--- src/rtl/link_err_cnt.sv ---
module link_err_cnt #(
  parameter int CNT_W    = 16,
  parameter int STAT_BIT = 8
) (
  input  logic               clk,
  input  logic               rst_n,
  input  logic               err_pulse,
  input  logic               reg_wr,
  input  logic [2*CNT_W-1:0] reg_wdata,
  output logic [2*CNT_W-1:0] reg_rdata,
  input  logic               stat_clr_wr,
  input  logic [31:0]        stat_clr_data,
  output logic               thr_event
);
  localparam logic [CNT_W-1:0] CNT_MAX = '1;

  logic [CNT_W-1:0] cnt, thr;
  logic clr_hit, over;

  assign clr_hit   = reg_wr | (stat_clr_wr & (stat_clr_data[STAT_BIT] | stat_clr_data[STAT_BIT+16]));
  assign over      = (thr != '0) && (cnt > thr);
  assign reg_rdata = {thr, cnt};

  always_ff @(posedge clk or negedge rst_n) begin
    if (!rst_n) begin
      cnt <= '0;
      thr <= '0;
    end else if (reg_wr) begin
      cnt <= '0;
      thr <= reg_wdata[2*CNT_W-1:CNT_W];
    end else if (err_pulse && cnt != CNT_MAX) begin
      cnt <= cnt + 1'b1;
    end
  end

  always_ff @(posedge clk or negedge rst_n) begin
    if (!rst_n)       thr_event <= 1'b0;
    else if (clr_hit) thr_event <= 1'b0;
    else if (over)    thr_event <= 1'b1;
  end

  AST_COUNT_STEP: assert property (@(posedge clk) disable iff (!rst_n)
    (err_pulse && !reg_wr && cnt != CNT_MAX) |=> cnt == $past(cnt) + 1'b1);
  AST_NO_OVERFLOW: assert property (@(posedge clk) disable iff (!rst_n)
    (cnt == CNT_MAX && !reg_wr) |=> cnt == CNT_MAX);
  AST_WRITE_LOAD: assert property (@(posedge clk) disable iff (!rst_n)
    reg_wr |=> (cnt == '0 && !thr_event));
  AST_ZERO_LIMIT: assert property (@(posedge clk) disable iff (!rst_n)
    (thr == '0) |-> !thr_event);
  AST_STICKY: assert property (@(posedge clk) disable iff (!rst_n)
    (thr_event && !clr_hit) |=> thr_event);
  AST_STAT_CLEAR: assert property (@(posedge clk) disable iff (!rst_n)
    (stat_clr_wr && (stat_clr_data[STAT_BIT] || stat_clr_data[STAT_BIT+16])) |=> !thr_event);
endmodule

--- config.mk ---
export PLATFORM = sky130hd
export DESIGN_NAME = link_err_cnt
export DESIGN_NICKNAME = d
export VERILOG_FILES = /design/src/rtl/link_err_cnt.sv
export SDC_FILE = /design/constraint.sdc
export NUM_CORES = 1
export LEC_CHECK = 0
export BUFFER_PORTS_ARGS = -buffer_cell sky130_fd_sc_hd__buf_4
export CAP_MARGIN = 0
export CORE_ASPECT_RATIO = 0.6
export CORE_MARGIN = 2
export CORE_UTILIZATION = 24
export CTS_CLUSTER_DIAMETER = 100
export DETAILED_ROUTE_END_ITERATION = 10
export SETUP_SLACK_MARGIN = 0.2
export SLEW_MARGIN = 20
export SYNTH_ARGS = -nofsm -noshare
export SYNTH_HDL_FRONTEND = slang
export SYNTH_SLANG_ARGS = --single-unit
export TNS_END_PERCENT = 5
--- constraint.sdc ---
create_clock -name clk -period 2.8 [get_ports clk]
set_clock_uncertainty 0.1 [all_clocks]
set_input_delay 0.42 -clock clk [delete_from_list [all_inputs] [get_ports clk]]
set_output_delay 0.42 -clock clk [all_outputs]
set_load 0.005 [all_outputs]
==> qor.yml <==
dieWidth_um: 120
wire_per_inst_um: 14.8
r2r-end: "cnt[1]"
crit_required_ps: 2850
ff2ff_path_depth: 6
cts_tree: "yes"
syn_inst: 206
synth_seq_cells: 33
route.vias.total: 1714
drt_iter0_drc: 86
clock_sinks: 33
fin_ws_ps: 649
hpwlAfterDp_um: 4170
critPathLaunchType: "flip-flop"
grt-ovfl-total: 0
first_global_vias: 1684
failed_checks: "hold timing"
synth.avg_cell_area_um2: 9.41
final_antenna_net_count: 0
clk_path_buf_depth: 2
h-tree-depth: 2
yosysSeqAreaShare_pct: 42.6
synth.top_cell.area_share_pct: 42.6
ys_top_cells_by_count: "dfrtp_1 (33), nand2_1 (23), nor2_1 (18), o21ai_0 (18)"
rr_startpoint: "cnt[1]"
ir_worst_vdd_uv: 194
numPortBuffers: 55
gp_congestion: 0.758
reg2reg_slack_ps: 650
worst_slew_pin_slew_ps: 567
die-area_um2: 8830
outcome: "finished, violations left"
cpPeakStageDelay_ps: 480
initial_core_util_pct: 24.7
drive_above_1_share_pct: 26.9
die_h_um: 73.6
wl_met3_um: 344
cp_slowest_cell: "or3_1"
ctsResizeCount: 0
fp.coreArea_um2: 7850
top_layer: "met4"
synth_flop_cell: "dfrtp_1"
area_delta_synth_final_pct: 36.0
hp-class: "primary input to async pin"
wl_met1_um: 2830
dp_slack_ps: 670
synth_most_common_cell: "dfrtp_1"
cts_buffers: 5
cts_setup_buffers: 0
setup-violations-final: 0
rows: 25
synthArstFlopShare_pct: 100
drv_cap: 0
grt_pass1_wl_um: 9040
cp_max_fo: 6
diodes: 0
cts-root-buf: "clkbuf_16"
setup_tns_ps: 0
antenna_found_initial: 0
power_density_nw_per_um2: 509
yosysWarnings: 0
cp-end-kind: "flip-flop"
crit_start: "cnt[1]"
vias_per_cell: 4.61
grt_usage_pct: 13.4
finalWirelength_um: 5490
yosysUniqueCellTypes: 40
synth_nets: 292
ys_top_cells_by_area: "dfrtp_1 (43%), ha_1 (11%), o21ai_0 (4.6%)"
drc: 0
p_leak_uw: 0.00124
synth_enable_flop_cells: 0
layout.nets: 349
grt_setup_unrepaired: "false"
grt_max_degree: 51
first_pass_iters: 4
clk_latency_ps: 280
path_clk_slew_ps: 60
arrival_ps: 2200
crit_path_end: "cnt[1]"
drv_slew: 0
fmaxAchievable_mhz: 465
io_pins: 102
synth_area_um2: 1940
yosysTopAreaCell: "dfrtp_1"
nFillCells: 817
relSlewSlack_pct: 61.8
postCtsHoldBufs: 0
hold_viol_final: 18
post-route-min-period_ps: 2150
period_share_pct: 76.8
whs_ps: -14.3
routed-wl-met2_um: 2250
crit_chain: "ha_1 > nand2_1 > or3_1 > o21ai_4 > mux2i_1 > nor2_1"
path_class: "flip-flop to flip-flop"
-- flip-flops by register name, summed over array words and instances (netlist names) --
register   count
thr           16
cnt           16
thr_event      1
-- stage by stage --
step | std cells | utilization [%] | total power, µW | instance area [µm²]
global placement | 364 | 31.4 | 692 | 2460
global route | 372 | 33.6 | 1410 | 2640
CTS | 372 | 33.6 | 1360 | 2640
floorplan | 206 | - | 598 | 1940
detailed placement | 364 | 31.4 | 698 | 2460
finish | 372 | 33.6 | 1340 | 2640
-- metal layers --
layer	up-vias	track usage, %
met5	-	0
met4	0	3.92
met3	8	3.73
met2	47	19.2
met1	814	19.5
li1	845	-
-- cell type report --
type	count	area [µm²]	area share, %
multi-input combinational	150	1020	38.6
sequential	33	826	31.3
timing repair buffer	56	420	15.9
clock buffer	7	143	5.41
tap	108	135	5.13
inverter	17	63.8	2.42
clock inverter	1	30.0	1.14
-- kinds of logic (layout without fill, tap and decap cells) --
family / count (synthesis) / after routing / synth area share [%]
AOI/OAI and AO/OA: 43 / 43 / 14.5
xor gates and xnor gates: 10 / 10 / 4.52
adders and majority gates: 17 / 17 / 11.0
buffers and inverters: 23 / 81 / 4.84
DFF: 33 / 33 / 42.6
muxes: 3 / 3 / 1.87
and+or+nand+nor: 77 / 77 / 20.7
-- where the power goes --
group          leakage (µW)  internal (µW)  switching [µW]
clock             0.0000841            445             210
sequential         0.000430            501            24.5
combinational      0.000730           80.0            81.6
total               0.00124           1030             316
-- critical path, delay by kind of cell (launching register included) --
family          cells  cell delay (ps)
compound gates      1              250
fa+ha+maj           1              300
flops               1              430
mux                 1              210
simple gates        3              730
-- how the worst min path moves through the flow --
stage               endpoint  cells after the start  slack [ps]  start
finish                thr[4]                      1         -10  rst_n
global route          thr[6]                      1          20  rst_n
CTS                   cnt[2]                      1           4  rst_n
detailed placement    cnt[3]                      1         300  rst_n
global placement      cnt[3]                      1         300  rst_n
floorplan             cnt[0]                      0          20  rst_n
-- cells in the final DEF, fill, tap and decap left out, types with 2 or more instances in the layout --
master     count
xnor2_1        9
or3_1          2
clkbuf_16      5
o211ai_1       2
or4_1          2
a2111oi_0      2
buf_4         56
a21o_1         2
nand3_1        7
dfrtp_1       33
o21a_1         2
and4_1         2
o31ai_1        3
nor4_1         6
ha_1          17
nand4_1        6
nor3_2         2
o21ai_0       18
nand2_1       23
a21oi_1        8
nand2b_1       2
nor2_1        18
nor3_1         2
inv_1         17
No activity file was read; power rests on OpenSTA's default activity.
